$ cat src/rtl/panel_seq_pkg.sv
package panel_seq_pkg;

  typedef enum logic [1:0] {
    SEQ_IDLE      = 2'd0,
    SEQ_WAIT_LOW  = 2'd1,
    SEQ_WAIT_HIGH = 2'd2
  } seqState_t;

  typedef struct packed {
    logic stepUp;
    logic stepDown;
  } railStrobe_t;

endpackage

$ cat src/rtl/panel_seq_rails.sv
module panel_seq_rails
  import panel_seq_pkg::*;
#(
  parameter int NUM_RAILS = 4
) (
  input  logic                 clk,
  input  logic                 rstN,
  input  railStrobe_t          strobe,
  output logic [NUM_RAILS-1:0] railEn,
  output logic                 railsFull,
  output logic                 railsEmpty
);

  localparam logic [NUM_RAILS-1:0] ALL_ON = {NUM_RAILS{1'b1}};

  logic [NUM_RAILS-1:0] railQ;

  always_ff @(posedge clk or negedge rstN) begin
    if (!rstN) begin
      railQ <= '0;
    end else if (strobe.stepUp) begin
      railQ <= {railQ[NUM_RAILS-2:0], 1'b1};
    end else if (strobe.stepDown) begin
      railQ <= {1'b0, railQ[NUM_RAILS-1:1]};
    end
  end

  assign railEn     = railQ;
  assign railsFull  = (railQ == ALL_ON);
  assign railsEmpty = (railQ == '0);

  assert_one_bit_step_R4: assert property (@(posedge clk) disable iff (!rstN)
    $countones(railQ ^ $past(railQ)) <= 1);

  assert_ladder_shape_R2: assert property (@(posedge clk) disable iff (!rstN)
    ((railQ + 1'b1) & railQ) == '0);

  assert_no_double_strobe_R3: assert property (@(posedge clk) disable iff (!rstN)
    !(strobe.stepUp && strobe.stepDown));

endmodule

$ cat src/rtl/panel_seq_ctrl.sv
module panel_seq_ctrl
  import panel_seq_pkg::*;
#(
  parameter int VSYNC_PERIODS  = 4,
  parameter int TIMEOUT_CYCLES = 10000
) (
  input  logic        clk,
  input  logic        rstN,
  input  logic        reqValid,
  input  logic        reqOn,
  input  logic        vsync,
  input  logic        railsFull,
  input  logic        railsEmpty,
  output railStrobe_t strobe,
  output logic        busy,
  output logic        done
);

  localparam int TW = (TIMEOUT_CYCLES > 1) ? $clog2(TIMEOUT_CYCLES) : 1;
  localparam int PW = (VSYNC_PERIODS > 1) ? $clog2(VSYNC_PERIODS) : 1;
  localparam logic [TW-1:0] TIMER_LAST  = TW'(TIMEOUT_CYCLES - 1);
  localparam logic [PW-1:0] PERIOD_LAST = PW'(VSYNC_PERIODS - 1);

  seqState_t     state, stateN;
  logic          dirUp, dirUpN;
  logic          pending, pendingN;
  logic [TW-1:0] timer, timerN;
  logic [PW-1:0] periodCnt, periodCntN;
  logic          doneQ, doneN;

  logic          timerExpired;
  logic          effUp;
  logic          reached;

  assign timerExpired = (timer == TIMER_LAST);
  assign effUp        = dirUp ^ pending;
  assign reached      = effUp ? railsFull : railsEmpty;

  always_comb begin
    stateN     = state;
    dirUpN     = dirUp;
    pendingN   = pending;
    timerN     = timer;
    periodCntN = periodCnt;
    doneN      = 1'b0;
    strobe     = '0;

    unique case (state)
      SEQ_IDLE: begin
        if (reqValid) begin
          if (reqOn ? railsFull : railsEmpty) begin
            doneN = 1'b1;
          end else begin
            dirUpN          = reqOn;
            pendingN        = 1'b0;
            strobe.stepUp   = reqOn;
            strobe.stepDown = !reqOn;
            stateN          = SEQ_WAIT_LOW;
            timerN          = '0;
            periodCntN      = '0;
          end
        end
      end

      SEQ_WAIT_LOW: begin
        if (reqValid) pendingN = (reqOn != dirUp);
        if (!vsync || timerExpired) begin
          stateN = SEQ_WAIT_HIGH;
          timerN = '0;
        end else begin
          timerN = timer + 1'b1;
        end
      end

      SEQ_WAIT_HIGH: begin
        if (reqValid) pendingN = (reqOn != dirUp);
        if (vsync || timerExpired) begin
          timerN = '0;
          if (periodCnt == PERIOD_LAST) begin
            dirUpN     = effUp;
            pendingN   = reqValid ? (reqOn != effUp) : 1'b0;
            periodCntN = '0;
            if (reached) begin
              stateN   = SEQ_IDLE;
              doneN    = 1'b1;
              pendingN = 1'b0;
            end else begin
              strobe.stepUp   = effUp;
              strobe.stepDown = !effUp;
              stateN          = SEQ_WAIT_LOW;
            end
          end else begin
            periodCntN = periodCnt + 1'b1;
            stateN     = SEQ_WAIT_LOW;
          end
        end else begin
          timerN = timer + 1'b1;
        end
      end

      default: stateN = SEQ_IDLE;
    endcase
  end

  always_ff @(posedge clk or negedge rstN) begin
    if (!rstN) begin
      state     <= SEQ_IDLE;
      dirUp     <= 1'b0;
      pending   <= 1'b0;
      timer     <= '0;
      periodCnt <= '0;
      doneQ     <= 1'b0;
    end else begin
      state     <= stateN;
      dirUp     <= dirUpN;
      pending   <= pendingN;
      timer     <= timerN;
      periodCnt <= periodCntN;
      doneQ     <= doneN;
    end
  end

  assign busy = (state != SEQ_IDLE);
  assign done = doneQ;

  assert_timer_bound_R6: assert property (@(posedge clk) disable iff (!rstN)
    timer <= TIMER_LAST);

  assert_done_single_R10: assert property (@(posedge clk) disable iff (!rstN)
    done |=> !done);

  assert_done_idle_R10: assert property (@(posedge clk) disable iff (!rstN)
    done |-> !busy);

  assert_pending_busy_R8: assert property (@(posedge clk) disable iff (!rstN)
    pending |-> busy);

  assert_already_there_R7: assert property (@(posedge clk) disable iff (!rstN)
    (!busy && reqValid && (reqOn ? railsFull : railsEmpty)) |=> (done && !busy));

  assert_step_on_period_R5: assert property (@(posedge clk) disable iff (!rstN)
    (busy && (strobe.stepUp || strobe.stepDown)) |-> (state == SEQ_WAIT_HIGH));

endmodule

$ cat src/rtl/panel_power_seq.sv
module panel_power_seq
  import panel_seq_pkg::*;
#(
  parameter int NUM_RAILS      = 4,
  parameter int VSYNC_PERIODS  = 4,
  parameter int TIMEOUT_CYCLES = 10000
) (
  input  logic                 clk,
  input  logic                 rstN,
  input  logic                 reqValid,
  input  logic                 reqOn,
  input  logic                 vsync,
  output logic [NUM_RAILS-1:0] railEn,
  output logic                 busy,
  output logic                 done
);

  railStrobe_t strobe;
  logic        railsFull;
  logic        railsEmpty;

  panel_seq_ctrl #(
    .VSYNC_PERIODS (VSYNC_PERIODS),
    .TIMEOUT_CYCLES(TIMEOUT_CYCLES)
  ) uCtrl (
    .clk       (clk),
    .rstN      (rstN),
    .reqValid  (reqValid),
    .reqOn     (reqOn),
    .vsync     (vsync),
    .railsFull (railsFull),
    .railsEmpty(railsEmpty),
    .strobe    (strobe),
    .busy      (busy),
    .done      (done)
  );

  panel_seq_rails #(
    .NUM_RAILS(NUM_RAILS)
  ) uRails (
    .clk       (clk),
    .rstN      (rstN),
    .strobe    (strobe),
    .railEn    (railEn),
    .railsFull (railsFull),
    .railsEmpty(railsEmpty)
  );

  assert_busy_after_step_R10: assert property (@(posedge clk) disable iff (!rstN)
    (railEn != $past(railEn)) |-> busy);

endmodule

$ cat config.mk
export PLATFORM = sky130hd
export DESIGN_NAME = panel_power_seq
export DESIGN_NICKNAME = d
export VERILOG_FILES = /design/src/rtl/panel_seq_pkg.sv /design/src/rtl/panel_seq_rails.sv /design/src/rtl/panel_seq_ctrl.sv /design/src/rtl/panel_power_seq.sv
export SDC_FILE = /design/constraint.sdc
export NUM_CORES = 1
export LEC_CHECK = 0
export BUFFER_PORTS_ARGS = -buffer_cell sky130_fd_sc_hd__clkbuf_2
export CAP_MARGIN = 15
export CORE_MARGIN = 10
export CORE_UTILIZATION = 45
export CTS_BUF_LIST = sky130_fd_sc_hd__clkbuf_8
export DETAILED_ROUTE_END_ITERATION = 16
export PLACE_DENSITY = 0.7
export SYNTH_ARGS = -nofsm -noshare
export SYNTH_HDL_FRONTEND = slang
export SYNTH_SLANG_ARGS = --single-unit
export TNS_END_PERCENT = 10
$ cat constraint.sdc
create_clock -name clk -period 2.55 [get_ports clk]
set_input_delay 0.3825 -clock clk [delete_from_list [all_inputs] [get_ports clk]]
set_output_delay 0.3825 -clock clk [all_outputs]
set_load 0.02 [all_outputs]
# Word level (Yosys, flattened, before mapping)
# Index checks and enable logic that the tools add are counted.
[word_totals]
register_bits = 25
inputBits = 5
output_inout_bits = 6
word_cells = 83
[classes]
addsub = 2
eq_ne = 12
mux = 46
n_bitwise = 1
reduce_logical = 15
[ops]
columns = ["cell", "count"]
rows = [
  ["2-to-1 mux 14 bit", 4],
  ["case mux 14 bit (3 select lines)", 1],
  ["2-to-1 mux 2 bit", 13],
  ["2-to-1 mux 1 bit", 20],
  ["adder 14 x 1 -> 14 bit, second input constant", 1],
  ["equality test 14 bit, second input constant", 1],
  ["2-to-1 mux 4 bit", 2],
  ["case mux 2 bit (2 select lines)", 2],
  ["AND reduction 4 bit", 2],
  ["!= test 2 x 1 -> 1 bit, second input constant", 3],
  ["case mux 2 bit (3 select lines)", 1],
  ["nonzero test 2 bit", 3],
  ["AND reduction 5 bit", 1],
  ["equality test 2 bit, second input constant", 2],
  ["equality test 4 bit, second input constant", 1],
  ["zero test 4 bit", 1],
  ["!= test 2 bit, second input constant", 2],
  ["case mux 1 bit (2 select lines)", 2],
  ["zero test 1 bit", 3],
  ["case mux 1 bit (3 select lines)", 1],
  ["AND reduction 3 bit", 1],
  ["nonzero test 3 bit", 1],
  ["adder 2 x 1 -> 2 bit, second input constant", 1],
  ["equality test 2 x 1 -> 1 bit, second input constant", 1],
  ["4 further kinds", 6],
]

# Longest topological paths before layout
[logic_depth]
word_depth = 8
depth_mapped = 8
ltp_nobuf = 7

# Modules after synthesis
# From an unflattened synthesis, not the netlist that was laid out.
[unflattened]
hier_cells = 185
hier_area_um2 = 1666.6
[by_module_without_submodules]
columns = ["module", "instances", "cells_each", "area_each_um2", "seq_area_each_um2"]
rows = [
  ["panel_seq_ctrl", 1, 168, 1483.9, 525.5],
  ["panel_seq_rails", 1, 17, 182.7, 100.1],
]

# Worst setup path before layout
# OpenSTA, ideal clock, no wires.
[synth_timing]
path_type = "register -> register"
start = "reg uCtrl.timer[0]"
end = "reg uRails.railQ[1] (netlist: uRails.railEn[1])"
setup_time_ns = 0.125
t_arrival_ns = 1.869
required_time_ns = 2.425
path_slack_ns = 0.556
stages_incl_launch_ff = 8
n_path_buf = 1
synth_period_minus_slack_ns = 1.994
path_cell_list = "dfrtp_1 -> ha_1 -> and3_1 -> clkbuf_1 -> a41oi_2 -> o22ai_2 -> mux2_2 -> mux2_2"
[synth_via]
elab_chain_cells = 5
elab_cells_between_ends = 6
classes_between = "eq/ne: 1; mux: 3; reduce/logical: 2"
[synth_rtl]
columns = ["item", "line", "text"]
rows = [
  ["start, declared", "panel_seq_ctrl.sv:27", "logic [TW-1:0] timer, timerN;"],
  ["start signal, assigned", "panel_seq_ctrl.sv:117", "timer <= timerN;"],
  ["equality test 14 bit (*)", "panel_seq_ctrl.sv:35", "assign timerExpired = (timer == TIMER_LAST);"],
  ["logical OR 1 bit (*)", "panel_seq_ctrl.sv:77", "if (vsync || timerExpired) begin"],
  ["2-to-1 mux 2 bit (*)", "panel_seq_ctrl.sv:77", ""],
  ["case mux 2 bit (2 select lines) (*)", "panel_seq_ctrl.sv:48", "unique case (state)"],
  ["2-to-1 mux 4 bit / nonzero test 2 bit (equally long branches)", "n/a", ""],
  ["end signal, assigned", "panel_seq_rails.sv:22", "railQ <= {railQ[NUM_RAILS-2:0], 1'b1};"],
  ["end signal, assigned", "panel_seq_rails.sv:24", "railQ <= {1'b0, railQ[NUM_RAILS-1:1]};"],
  ["end, declared", "panel_seq_rails.sv:16", "logic [NUM_RAILS-1:0] railQ;"],
]
# Every way passes the cells marked *; elsewhere a longest branch is shown, timed or not.
# A chain may end at the register's enable or synchronous reset.

# Worst setup path in the final report
[layout_timing]
start = "reg uCtrl.state[0]"
end = "reg uCtrl.timer[12]"
[layout_via]
elab_chain_cells = 3
elab_cells_between_ends = 8
classes_between = "eq/ne: 4; mux: 1; reduce/logical: 3"
[layout_rtl]
columns = ["item", "line", "text"]
rows = [
  ["start, declared", "panel_seq_ctrl.sv:24", "seqState_t state, stateN;"],
  ["start signal, assigned", "panel_seq_ctrl.sv:114", "state <= stateN;"],
  ["equality test 2 x 1 -> 1 bit, or another cell as far along", "panel_seq_ctrl.sv:48", ""],
  ["nonzero test 3 bit (no source line) / != test 2 bit (equally long branches)", "n/a", ""],
  ["AND reduction 3 bit (no source line)", "n/a", ""],
]
# Parallel ways exist; a longest one is shown, timed or not.

==> metrics.md <==
| Metric | Value |
|---|---|
| Cts hold-fix bufs | `0` |
| Final HPWL DP | `~2.8 mm` |
| Die height | `a little over 80 um` |
| Routed WL | `3.61 mm` |
| Synthesized Nets | `~180` |
| RSZ-0062 raised after global routing | `no` |
| Dpl cell area | `1740 um2` |
| Row cnt | `22` |
| Synth Area in Compound Gates | `roughly a fifth` |
| Share of cells above drive strength 1 | `around a fifth` |
| EDFF count, synth | `0` |
| Minimum clock period | `2.20 ns` |
| Critical path's slowest cell | `dfrtp_1` |
| Prevailing post-synth register cell | `dfrtp_1` |
| DR vias | `about 1400` |
| Footprint of the multi-input gates | `between 900 and 1000 um2` |
| Unique masters post-synth | `51` |
| Hold Fails Final Rpt | `0` |
| Synth Area in Adders | `under 10%` |
| CP Data Arrival Time | `about 2.4 ns` |
| Worst Path Required | `around 2.7 ns` |
| Clk sinks | `25` |
| Yosys top cell by area | `dfrtp_1` |
| Placed cell count | `225` |
| Max clock buf depth | `2` |
| Simple-gate portion of the synthesized area | `~23%` |
| Highest clock rate | `around 450 MHz` |
| Die Area | `~6600 um2` |
| Overflow after GRT | `0` |
| Final setup fails | `0` |
| DR DRC count | `0` |
| Pwr/cell area | `approximately 950 nW/um2` |
| Finished Layout Cells | `~230` |
| Final std cell area, no fill | `roughly 1800 um2` |
| Peak VDD IR | `approximately 660 uV` |
| Clock transition at path regs | `roughly 0.09 ns` |
| Startpoint Class | `flip-flop` |
| Most common cell after layout, fill and taps aside | `dfrtp_1` |
| Tightest Pin Transition | `0.625 ns` |
| MaxCap Viol Count | `0` |
| First-pass GRT wire length | `approximately 6.4 mm` |
| Cell area after synthesis | `~1700 um2` |
| Setup Skew | `about 0.0035 ns` |
| Port buffer count | `10` |
| Hold Crit Class | `in -> async` |
| Period Utilization, post-route | `a little under nine tenths` |
| Yosys warnings | `0` |
| WL/cell | `about 16 um` |
| Largest net degree at the start of global routing | `26` |
| CTS Buf Count | `3` |
| TritonCTS clock tree | `yes` |
| Syn-to-layout area delta | `6.65%` |
| Relative slew slack | `between 50 and 60%` |
| Antenna violations before repair | `0` |
| Mean Syn Cell Area | `approximately 9.7 um2` |
| Top cell type's share of synthesized area | `between 30% and 40%` |
| Initial Util | `a little under half` |
| Reg area | `between 600 and 700 um2` |
| Setup CP Type | `reg -> reg` |
| Critical path peak fanout | `9` |
| Overall die width | `slightly above 80 um` |
| Final slew viol count | `0` |
| XOR/XNOR Fraction of Synth Area | `between 4 and 5%` |
| Via density | `between 5 and 6` |
| Router iterations before antenna repair | `4` |
| Most frequent cells in the layout | `25 x dfrtp_1, 18 x nand2_1, 15 x nor2_1` |
| #FFs+latches synth | `25` |
| # diodes | `0` |
| CTS resizes | `0` |
| RD Place Congestion | `0.886` |
| Global-route usage over all layers | `between 10% and 20%` |
| Initial DRC count | `between 200 and 250` |
| Nets | `a little under 200` |
| CTS H-tree lvls | `1` |
| Outcome | `finished clean` |
| FILL cells | `around 360` |
| Post-CTS Setup Bufs | `0` |
| Slowest cell delay on critical path | `approximately 0.42 ns` |
| Largest family of logic cells by synthesized area | `simple AND/OR/NAND/NOR gates` |
| Multiplexer share of the synthesized area | `7.62%` |
| Sequential cell area fraction in the yosys report | `a little under two fifths` |
| Worst-Skew Late Latency | `0.27 ns` |
| Top Ports | `11` |
| Ranking of synthesized cells by area | `dfrtp_1 37%, ha_1 4.5%, nand2_1 4.0%` |
| CP Capture Type | `flip-flop` |
| Sum Neg Setup Slack | `0 ns` |
| Hold slack final | `between 0.1 and 0.15 ns` |
| Ys async rst share | `between 90% and 100%` |
| Area of the core | `3630 um2` |
| Vias in the first global route | `~1400` |
| Crit path cell chain | `inv_1, ha_1, mux2i_1, a41oi_2, nand2_2, o41ai_1, o21bai_1` |
| Gate Count Post-Synth | `173` |
| Antenna Nets Post-Route | `0` |
| Lkg Pwr | `~0.74 nW` |
| Clock root buffer | `clkbuf_8` |
state kept, by name, summed over array words and instances (netlist names):
name             flops
uCtrl.dirUp          1
uCtrl.done           1
uCtrl.pending        1
uCtrl.periodCnt      2
uCtrl.state          2
uCtrl.timer         14
uRails.railEn        4
cell usage after synthesis, types with 4 or more instances:
cell type / instances
nor2_1: 15
mux2i_1: 6
nand4_1: 6
xor2_1: 4
dfrtp_1: 25
ha_1: 6
nand3_1: 4
and3_1: 7
xnor2_1: 4
mux2_2: 6
a21oi_1: 5
o21ai_0: 8
nand2_1: 18
inv_1: 7
metal layers:
layer  wire [um]  vias to the layer above  share of wire, %  global-route usage, %
met4          36                        0               1.0                   3.63
met2        1880                       37                52                   20.7
met3         181                        4               5.0                   3.42
met5           0                        -                 0                      0
li1            -                      658                 -                      -
met1        1510                      657                42                   14.3
final cells by class:
class	instances	share of cell area (%)
timing repair buffer	11	3.22
tap	48	3.36
clock inverter	1	0.280
inverter	7	1.47
clock buffer	3	2.31
multi-input combinational	134	54.3
sequential	25	35.0
per-stage QoR:
| stage | setup slack [ns] | total power, mW | utilization [%] |
|---|---|---|---|
| final | 0.349 | 1.70 | 49.1 |
| after global routing | 0.104 | 1.83 | 49.1 |
| after CTS | 0.378 | 1.71 | 49.1 |
| after detailed placement | 0.402 | 1.47 | 47.9 |
| after global placement | 0.442 | 1.43 | 47.9 |
| after floorplan | 0.556 | 1.27 | - |
cell families after synthesis:
logic type / Yosys count
buffers and inverters: 14
DFF: 25
xor gates and xnor gates: 8
and+or+nand+nor: 68
AOI/OAI and AO/OA: 40
muxes: 12
adders and majority gates: 6
power breakdown:
part | leakage, nW | internal, mW | switching, mW
Sequential | 0.332 | 0.480 | 0.110
Combinational | 0.384 | 0.362 | 0.513
Clock | 0.0255 | 0.109 | 0.124
Total | 0.741 | 0.951 | 0.746
critical path: cells and delay by family (launching register included):
family,cells,cell delay [ns]
DFF,1,0.42
AOI/OAI and AO/OA,3,0.97
and+or+nand+nor,1,0.17
muxes,1,0.14
buffers and inverters,1,0.09
adders and majority gates,1,0.33
path summary, 6_finish.rpt:
check	start	to	slack (ns)	cells after the start
min in group clk	vsync	uCtrl.state[1]$_DFFE_PN0P_	0.39	2
worst min-delay path	rstN	uCtrl.timer[6]$_DFFE_PN0P_	0.11	1
worst min register to register	uCtrl.periodCnt[1]$_DFFE_PN0P_	uCtrl.periodCnt[1]$_DFFE_PN0P_	0.51	1
worst max register to register	uCtrl.state[0]$_DFFE_PN0P_	uCtrl.timer[12]$_DFFE_PN0P_	0.35	7
max in group asynchronous	rstN	uCtrl.pending$_DFFE_PN0P_	2.03	1
worst max-delay path	uCtrl.state[0]$_DFFE_PN0P_	uCtrl.timer[12]$_DFFE_PN0P_	0.35	7
Note: power is estimated with default switching activity, not from simulation.
